==> src/rtl/refdiv_pkg.sv <==
package refdiv_pkg;
    localparam int unsigned DEF_CNT_W       = 12;
    localparam int unsigned DEF_SYNC_STAGES = 2;

    typedef struct packed {
        logic shift;
        logic latch;
    } strobe_hist_t;
endpackage

==> src/rtl/rd_sync.sv <==
module rd_sync #(
    parameter int unsigned STAGES = 2
) (
    input  logic clk,
    input  logic rst,
    input  logic din,
    output logic dout
);
    logic [STAGES-1:0] pipe_d, pipe_q;

    always_comb begin
        pipe_d = {pipe_q[STAGES-2:0], din};
    end

    always_ff @(posedge clk) begin
        if (rst) pipe_q <= '0;
        else     pipe_q <= pipe_d;
    end

    assign dout = pipe_q[STAGES-1];
endmodule

==> src/rtl/rd_loader.sv <==
module rd_loader
    import refdiv_pkg::*;
#(
    parameter int unsigned CNT_W = 12
) (
    input  logic             clk,
    input  logic             rst,
    input  logic             dat_s,
    input  logic             sclk_s,
    input  logic             load_s,
    output logic [CNT_W-1:0] hold,
    output logic             load_evt
);
    typedef struct packed {
        logic [CNT_W-1:0] shreg;
        logic [CNT_W-1:0] hold;
        strobe_hist_t     prev;
    } ld_state_t;

    ld_state_t st_d, st_q;
    logic      shift_evt;

    always_comb begin
        shift_evt = sclk_s & ~st_q.prev.shift;
        load_evt  = load_s & ~st_q.prev.latch;
        st_d            = st_q;
        st_d.prev.shift = sclk_s;
        st_d.prev.latch = load_s;
        if (shift_evt) st_d.shreg = {st_q.shreg[CNT_W-2:0], dat_s};
        if (load_evt)  st_d.hold  = st_q.shreg;
    end

    always_ff @(posedge clk) begin
        if (rst) st_q <= '0;
        else     st_q <= st_d;
    end

    assign hold = st_q.hold;
endmodule

==> src/rtl/rd_counter.sv <==
module rd_counter #(
    parameter int unsigned CNT_W = 12
) (
    input  logic             clk,
    input  logic             rst,
    input  logic [CNT_W-1:0] preset,
    output logic [CNT_W-1:0] count,
    output logic             pulse
);
    localparam logic [CNT_W-1:0] FULL = '1;

    typedef struct packed {
        logic [CNT_W-1:0] cnt;
        logic             pulse;
    } ctr_state_t;

    ctr_state_t st_d, st_q;
    logic       term;

    always_comb begin
        term       = (st_q.cnt == FULL);
        st_d.pulse = term;
        st_d.cnt   = term ? preset : st_q.cnt + 1'b1;
    end

    always_ff @(posedge clk) begin
        if (rst) st_q <= '0;
        else     st_q <= st_d;
    end

    assign count = st_q.cnt;
    assign pulse = st_q.pulse;
endmodule

==> src/rtl/refdiv_top.sv <==
module refdiv_top
    import refdiv_pkg::*;
#(
    parameter int unsigned CNT_W       = DEF_CNT_W,
    parameter int unsigned SYNC_STAGES = DEF_SYNC_STAGES
) (
    input  logic clk,
    input  logic rst,
    input  logic ser_data,
    input  logic ser_clk,
    input  logic ser_load,
    output logic ref_pulse
);
    localparam int unsigned NUM_IN = 3;

    logic [NUM_IN-1:0] raw_in, sync_out;
    logic [CNT_W-1:0]  hold_q;
    logic [CNT_W-1:0]  cnt_q;
    logic              load_evt;

    assign raw_in = {ser_load, ser_clk, ser_data};

    for (genvar g = 0; g < NUM_IN; g++) begin : g_sync
        rd_sync #(.STAGES(SYNC_STAGES)) u_sync (
            .clk  (clk),
            .rst  (rst),
            .din  (raw_in[g]),
            .dout (sync_out[g])
        );
    end

    rd_loader #(.CNT_W(CNT_W)) u_loader (
        .clk      (clk),
        .rst      (rst),
        .dat_s    (sync_out[0]),
        .sclk_s   (sync_out[1]),
        .load_s   (sync_out[2]),
        .hold     (hold_q),
        .load_evt (load_evt)
    );

    rd_counter #(.CNT_W(CNT_W)) u_counter (
        .clk    (clk),
        .rst    (rst),
        .preset (hold_q),
        .count  (cnt_q),
        .pulse  (ref_pulse)
    );
endmodule

==> config.mk <==
export PLATFORM = sky130hd
export DESIGN_NAME = refdiv_top
export DESIGN_NICKNAME = d
export VERILOG_FILES = /design/src/rtl/refdiv_pkg.sv /design/src/rtl/rd_sync.sv /design/src/rtl/rd_loader.sv /design/src/rtl/rd_counter.sv /design/src/rtl/refdiv_top.sv
export SDC_FILE = /design/constraint.sdc
export NUM_CORES = 1
export LEC_CHECK = 0
export BUFFER_PORTS_ARGS = -buffer_cell sky130_fd_sc_hd__clkbuf_2
export CAP_MARGIN = 30
export CORE_MARGIN = 1.5
export CORE_UTILIZATION = 55
export DETAILED_ROUTE_END_ITERATION = 10
export PLACE_DENSITY = 0.72
export SETUP_SLACK_MARGIN = 0.15
export SLEW_MARGIN = 0
export SYNTH_ARGS = -nofsm -noshare
export SYNTH_HDL_FRONTEND = slang
export SYNTH_SLANG_ARGS = --single-unit
==> constraint.sdc <==
create_clock -name clk -period 3.15 [get_ports clk]
set_input_delay 0.63 -clock clk [delete_from_list [all_inputs] [get_ports clk]]
set_output_delay 0.63 -clock clk [all_outputs]
set_load 0.02 [all_outputs]
Word-level counts from Yosys, hierarchy flattened --
Cells that the tools add are included.
Storage, ports and cells: register bits after elaboration 45, input bits 5
Operators by class: add/sub/neg operators 1, equal/unequal tests 1, mux-type cells 1, bitwise operators 4
Operator list (count):
- $add 12x1->12 const B | 1
- $eq 12x12->1 const B | 1
- $mux 12 | 1
- $and 1x1->1 | 2
- $not 1->1 | 2

Longest topological paths before layout --
depth after elaboration 2, gate-level depth with buffers 6, depth with buffers taken out 4

By module --
From an unflattened synthesis, not the netlist that was laid out.
Unflattened totals: cells, all modules 184, area total of the unflattened synthesis 2018.2 sq um
Modules (own cells, without submodules):
- rd_loader | times used 1, cells an instance 97, area an instance 1153.6 sq um
- rd_counter | times used 1, cells an instance 75, area an instance 706.9 sq um
- rd_sync | times used 3, cells an instance 4, area an instance 52.6 sq um

Worst setup path after synthesis --
OpenSTA, ideal clock, no wires.
path kind input-to-reg, start input port rst, end register u_counter.st_q, in the netlist u_counter.count[8], setup time 0.115 ns, arrival time 1.332 ns, data required time 3.035 ns, path slack 1.703 ns, stages on the path 4, buffers on the path 2, cell sequence clkbuf_1 > clkbuf_1 > a31oi_1 > o21a_1
RTL lines:
- start, declared | RTL line refdiv_top.sv:8 | input logic rst,
- end signal, assigned | RTL line rd_counter.sv:28 | else st_q <= st_d;
- end, declared | RTL line rd_counter.sv:17 | ctr_state_t st_d, st_q;

Final worst setup path --
start register u_counter.st_q, in the netlist u_counter.count[3], end register u_counter.st_q, in the netlist u_counter.count[6]
On the way: cells in the longest elaborated chain, start to end 2
RTL lines:
- $add 12x1->12 or $eq 12x12->1 (tied branches) | RTL line rd_counter.sv:23, rd_counter.sv:21
- $mux 12 * | RTL line rd_counter.sv:23 | st_d.cnt = term ? preset : st_q.cnt + 1'b1;
Mark *: on every way between the ends. The rest lies on a longest branch, timed or not. A chain may end at the register's enable or synchronous reset.

==> impl_metrics.prom <==
# TYPE chip_impl_metric gauge
chip_impl_metric{name="netlist_instances",unit=""} 181
chip_impl_metric{name="diodes",unit=""} 0
chip_impl_metric{name="clkSlewWorstSetupHoldPaths",unit="ns"} 0.12
chip_impl_metric{name="floorplan.die_area",unit="um^2"} 3330
chip_impl_info{name="hold_path.startpoint",value="g_sync[0].u_sync.pipe_q[1]"} 1
chip_impl_info{name="cts.root.buffer_cell",value="clkbuf_4"} 1
chip_impl_metric{name="p_switching",unit="uW"} 190
chip_impl_metric{name="internal_power",unit="uW"} 776
chip_impl_metric{name="grt_pass1_wl",unit="um"} 4530
chip_impl_metric{name="number_of_clock_buffers_inserted_by_tritoncts",unit=""} 5
chip_impl_info{name="synth.most_common_cell",value="nand2_1"} 1
chip_impl_metric{name="finalCritPeriodShare",unit="%"} 54.6
chip_impl_info{name="synth.top_cells.by_area",value="dfxtp_1, nand2_1, a21oi_1"} 1
chip_impl_metric{name="max-slew-margin-rel",unit="%"} 50.9
chip_impl_info{name="critPathLaunchType",value="flop"} 1
chip_impl_info{name="critPathSlowestCell",value="and4b_1"} 1
chip_impl_metric{name="die-width",unit="um"} 57.7
chip_impl_metric{name="report.power.total",unit="uW"} 965
chip_impl_info{name="run_status",value="finished, violations left"} 1
chip_impl_metric{name="period_needed",unit="ns"} 1.72
chip_impl_metric{name="grt.met2_usage",unit="%"} 27.9
chip_impl_metric{name="crit_arrival",unit="ns"} 2.00
chip_impl_metric{name="stdcell_area",unit="um^2"} 1740
chip_impl_metric{name="antenna_violations_before_repair",unit=""} 0
chip_impl_metric{name="area_growth_syn_to_layout",unit="%"} 5.31
chip_impl_info{name="r2r_end",value="u_counter.count[6]"} 1
chip_impl_metric{name="core_area",unit="um^2"} 2810
chip_impl_metric{name="setup_tns",unit="ns"} 0
chip_impl_metric{name="rrSetupSlack",unit="ns"} 1.43
chip_impl_metric{name="detail_route.wirelength",unit="um"} 2550
chip_impl_info{name="grt.busiest_layer",value="met2"} 1
chip_impl_metric{name="post_cts.repair.setup_buffers",unit=""} 0
chip_impl_metric{name="number_of_unique_standard_cell_types_used_by_synthesis",unit=""} 27
chip_impl_metric{name="routedWlPerCell",unit="um"} 12.0
chip_impl_metric{name="postCtsHoldBufs",unit=""} 0
chip_impl_metric{name="power.switching_fraction",unit="%"} 19.6
chip_impl_metric{name="grt_use_total",unit="%"} 17.8
chip_impl_metric{name="total_leakage_power",unit="uW"} 0.000587
chip_impl_metric{name="power.share.clock",unit="%"} 36.9
chip_impl_info{name="violations",value="design-rule violations"} 1
chip_impl_info{name="cts_tree",value="yes"} 1
chip_impl_metric{name="worstHoldPathCells",unit=""} 2
chip_impl_metric{name="place_hpwl",unit="um"} 1810
chip_impl_metric{name="timing.max_cap.violations",unit=""} 0
chip_impl_metric{name="grt_max_degree",unit=""} 39
chip_impl_info{name="critPathKind",value="reg -> reg"} 1
chip_impl_metric{name="port_buffers",unit=""} 5
chip_impl_metric{name="layout.nets",unit=""} 187
chip_impl_metric{name="synth_top_area_share",unit="%"} 54.7
chip_impl_metric{name="clock.fmax",unit="GHz"} 0.581
chip_impl_metric{name="r2r.worst_path.cells",unit=""} 4
chip_impl_metric{name="globalRouteMet1Util",unit="%"} 22.1
chip_impl_metric{name="gp_congestion",unit=""} 0.739
chip_impl_metric{name="placement.cell_area",unit="um^2"} 1650
chip_impl_metric{name="cts.htree.levels",unit=""} 2
chip_impl_metric{name="setup_failing_eps_final",unit=""} 0
chip_impl_metric{name="power.ir.vdd_worst",unit="uV"} 369
chip_impl_info{name="hold_end",value="u_loader.st_q[14]"} 1
chip_impl_metric{name="postLayoutCoreUtil",unit="%"} 61.9
chip_impl_metric{name="post_drt_via_cell_ratio",unit=""} 5.49
chip_impl_metric{name="drc_errors",unit=""} 2
chip_impl_info{name="yosysTopAreaCell",value="dfxtp_1"} 1
chip_impl_metric{name="comb_power_share",unit="%"} 2.9
chip_impl_metric{name="final_antenna_net_count",unit=""} 0
chip_impl_metric{name="power-per-cell-area",unit="nW/um^2"} 556
chip_impl_info{name="worst_setup_path_end_kind",value="flop"} 1
chip_impl_metric{name="numClockSinks",unit=""} 45
chip_impl_metric{name="1st_iter_drt_viols",unit=""} 51
chip_impl_metric{name="fillers",unit=""} 264
chip_impl_metric{name="crit_path_max_fanout",unit=""} 10
chip_impl_metric{name="layout-drive-gt1-share",unit="%"} 8.24
chip_impl_metric{name="synth_cell_area",unit="um^2"} 1650
chip_impl_metric{name="worst_hold_slack",unit="ns"} 0.447
chip_impl_metric{name="mappedNetlistNets",unit=""} 187
chip_impl_metric{name="chipHeight",unit="um"} 57.7
chip_impl_metric{name="syn-mean-instance-area",unit="um^2"} 9.10
chip_impl_metric{name="boundaryPins",unit=""} 6
chip_impl_metric{name="initial_utilization",unit="%"} 58.7
chip_impl_metric{name="worst-endpoint-required",unit="ns"} 3.43
chip_impl_metric{name="fp-row-count",unit=""} 19
chip_impl_metric{name="seq_power_share",unit="%"} 60.2
chip_impl_metric{name="cts_max_path_buffers",unit=""} 2
chip_impl_info{name="unrepaired_setup_endpoints_after_global_routing",value="false"} 1
chip_impl_metric{name="synth.yosys.warnings",unit=""} 0
chip_impl_info{name="hp_class",value="reg -> reg"} 1
chip_impl_info{name="crit_path_cell_trace",value="and4_4 -> and4_1 -> and4b_1 -> o2bb2ai_1"} 1
chip_impl_metric{name="maxSlewViolCount",unit=""} 0
chip_impl_metric{name="global_route.usage.met3",unit="%"} 6.03
chip_impl_metric{name="synth.ff_latch_count",unit=""} 45
chip_impl_metric{name="worstSkewPairLatency",unit="ns"} 0.34
chip_impl_metric{name="yosysSeqAreaShare",unit="%"} 54.7
chip_impl_info{name="synthTopCellsByCount",value="nand2_1, dfxtp_1, a21oi_1"} 1
chip_impl_metric{name="synth_enable_flop_cells",unit=""} 0
chip_impl_metric{name="routed-via-count",unit=""} 1169
chip_impl_metric{name="worst_slew_pin_slew",unit="ns"} 0.735
chip_impl_metric{name="first_global_vias",unit=""} 1067
chip_impl_metric{name="worst_clock_skew",unit="ns"} 0.00929
chip_impl_metric{name="synthArstFlopShare",unit="%"} 0
chip_impl_metric{name="first_pass_iters",unit=""} 7
chip_impl_info{name="synth_flop_cell",value="dfxtp_1"} 1
chip_impl_info{name="r2r-start",value="u_counter.count[3]"} 1
chip_impl_metric{name="timing.critical_path.slowest_cell_delay",unit="ns"} 0.46
chip_impl_metric{name="cts_resized",unit=""} 0
chip_impl_metric{name="final-hold-violation-count",unit=""} 0
chip_impl_metric{name="globalRouteOverflowTotal",unit=""} 0
[worst max-delay path by stage]
stage                                     to               start
final                     u_counter.count[6]  u_counter.count[3]
after global routing      u_counter.count[9]  u_counter.count[3]
after detailed placement  u_counter.count[6]                 rst
after CTS                 u_counter.count[6]  u_counter.count[3]
after global placement    u_counter.count[2]                 rst
after floorplan           u_counter.count[8]                 rst
[placed cells by master, fill, tap and decap left out]
cell / synthesis / layout
clkbuf_2: 1 / 5
and4_4: 1 / 1
and4b_1: 1 / 1
a21oi_1: 24 / 24
and3_1: 2 / 2
and3_2: 1 / 1
xor2_1: 5 / 5
nor2b_1: 10 / 10
a31o_2: 1 / 1
nand4_1: 1 / 1
clkbuf_4: 0 / 5
and4_1: 1 / 1
a41oi_1: 1 / 1
bufinv_16: 0 / 1
o2bb2ai_1: 9 / 9
nand2_1: 50 / 50
nand3_1: 5 / 5
xnor2_1: 2 / 2
a311oi_1: 2 / 2
nand2b_1: 2 / 2
o21a_1: 1 / 1
clkbuf_8: 0 / 1
a31oi_1: 2 / 2
inv_1: 1 / 1
dfxtp_1: 45 / 45
ha_1: 1 / 1
clkbuf_1: 8 / 1
mux2i_1: 1 / 1
[metrics by stage]
step	std cells	setup WS [ns]
6_report	213	1.43
5_1_grt	213	1.30
4_1_cts	213	1.43
3_5_place_dp	205	1.27
3_3_place_gp	205	1.30
2_1_floorplan	181	1.70
[layout make-up]
| class | count | area [um^2] | area share [%] |
|---|---|---|---|
| clock buffers | 7 | 55.1 | 3.17 |
| clock inverters | 1 | 30.0 | 1.73 |
| inverters | 1 | 3.75 | 0.216 |
| multi-input cells | 123 | 682 | 39.3 |
| flip-flops and latches | 45 | 901 | 51.9 |
| well taps | 31 | 38.8 | 2.24 |
| repair buffers | 5 | 25.0 | 1.44 |
[registers in the layout (all words and copies together), names as in the netlist]
name                  cells
u_counter.count          12
u_counter.pulse           1
g_sync.u_sync.pipe_q      6
u_loader.hold            12
u_loader.st_q            14
[power groups by stage]
stage | sequential, uW | combinational, uW | clock, uW
after floorplan | 592 | 23.3 | 0
after global placement | 593 | 27.6 | 0
after detailed placement | 594 | 28.4 | 0
after CTS | 581 | 28.6 | 369
after global routing | 582 | 31.9 | 392
final | 581 | 28.0 | 356
[critical path, delay by kind of cell, from the launching register on]
family / cells / cell delay (ns)
AOI/OAI and AO/OA: 1 / 0.16
and+or+nand+nor: 3 / 1.08
DFF: 1 / 0.42
[kinds of logic (layout without fill, tap and decap cells)]
kind of cell,count (synthesis),in the layout,synth area share [%]
muxes,1,1,0.607
DFF,45,45,54.7
adders and majority gates,1,1,0.759
AOI/OAI and AO/OA,40,40,15.4
buffers and inverters,13,14,3.95
and+or+nand+nor,74,74,20.9
xor gates and xnor gates,7,7,3.72
[layer usage]
layer | vias to the layer above | wire [um]
li1 | 613 | -
met1 | 531 | 1170
met2 | 17 | 1210
met3 | 8 | 103
met4 | 0 | 68
met5 | - | 0
(Power assumes the default switching activity.)
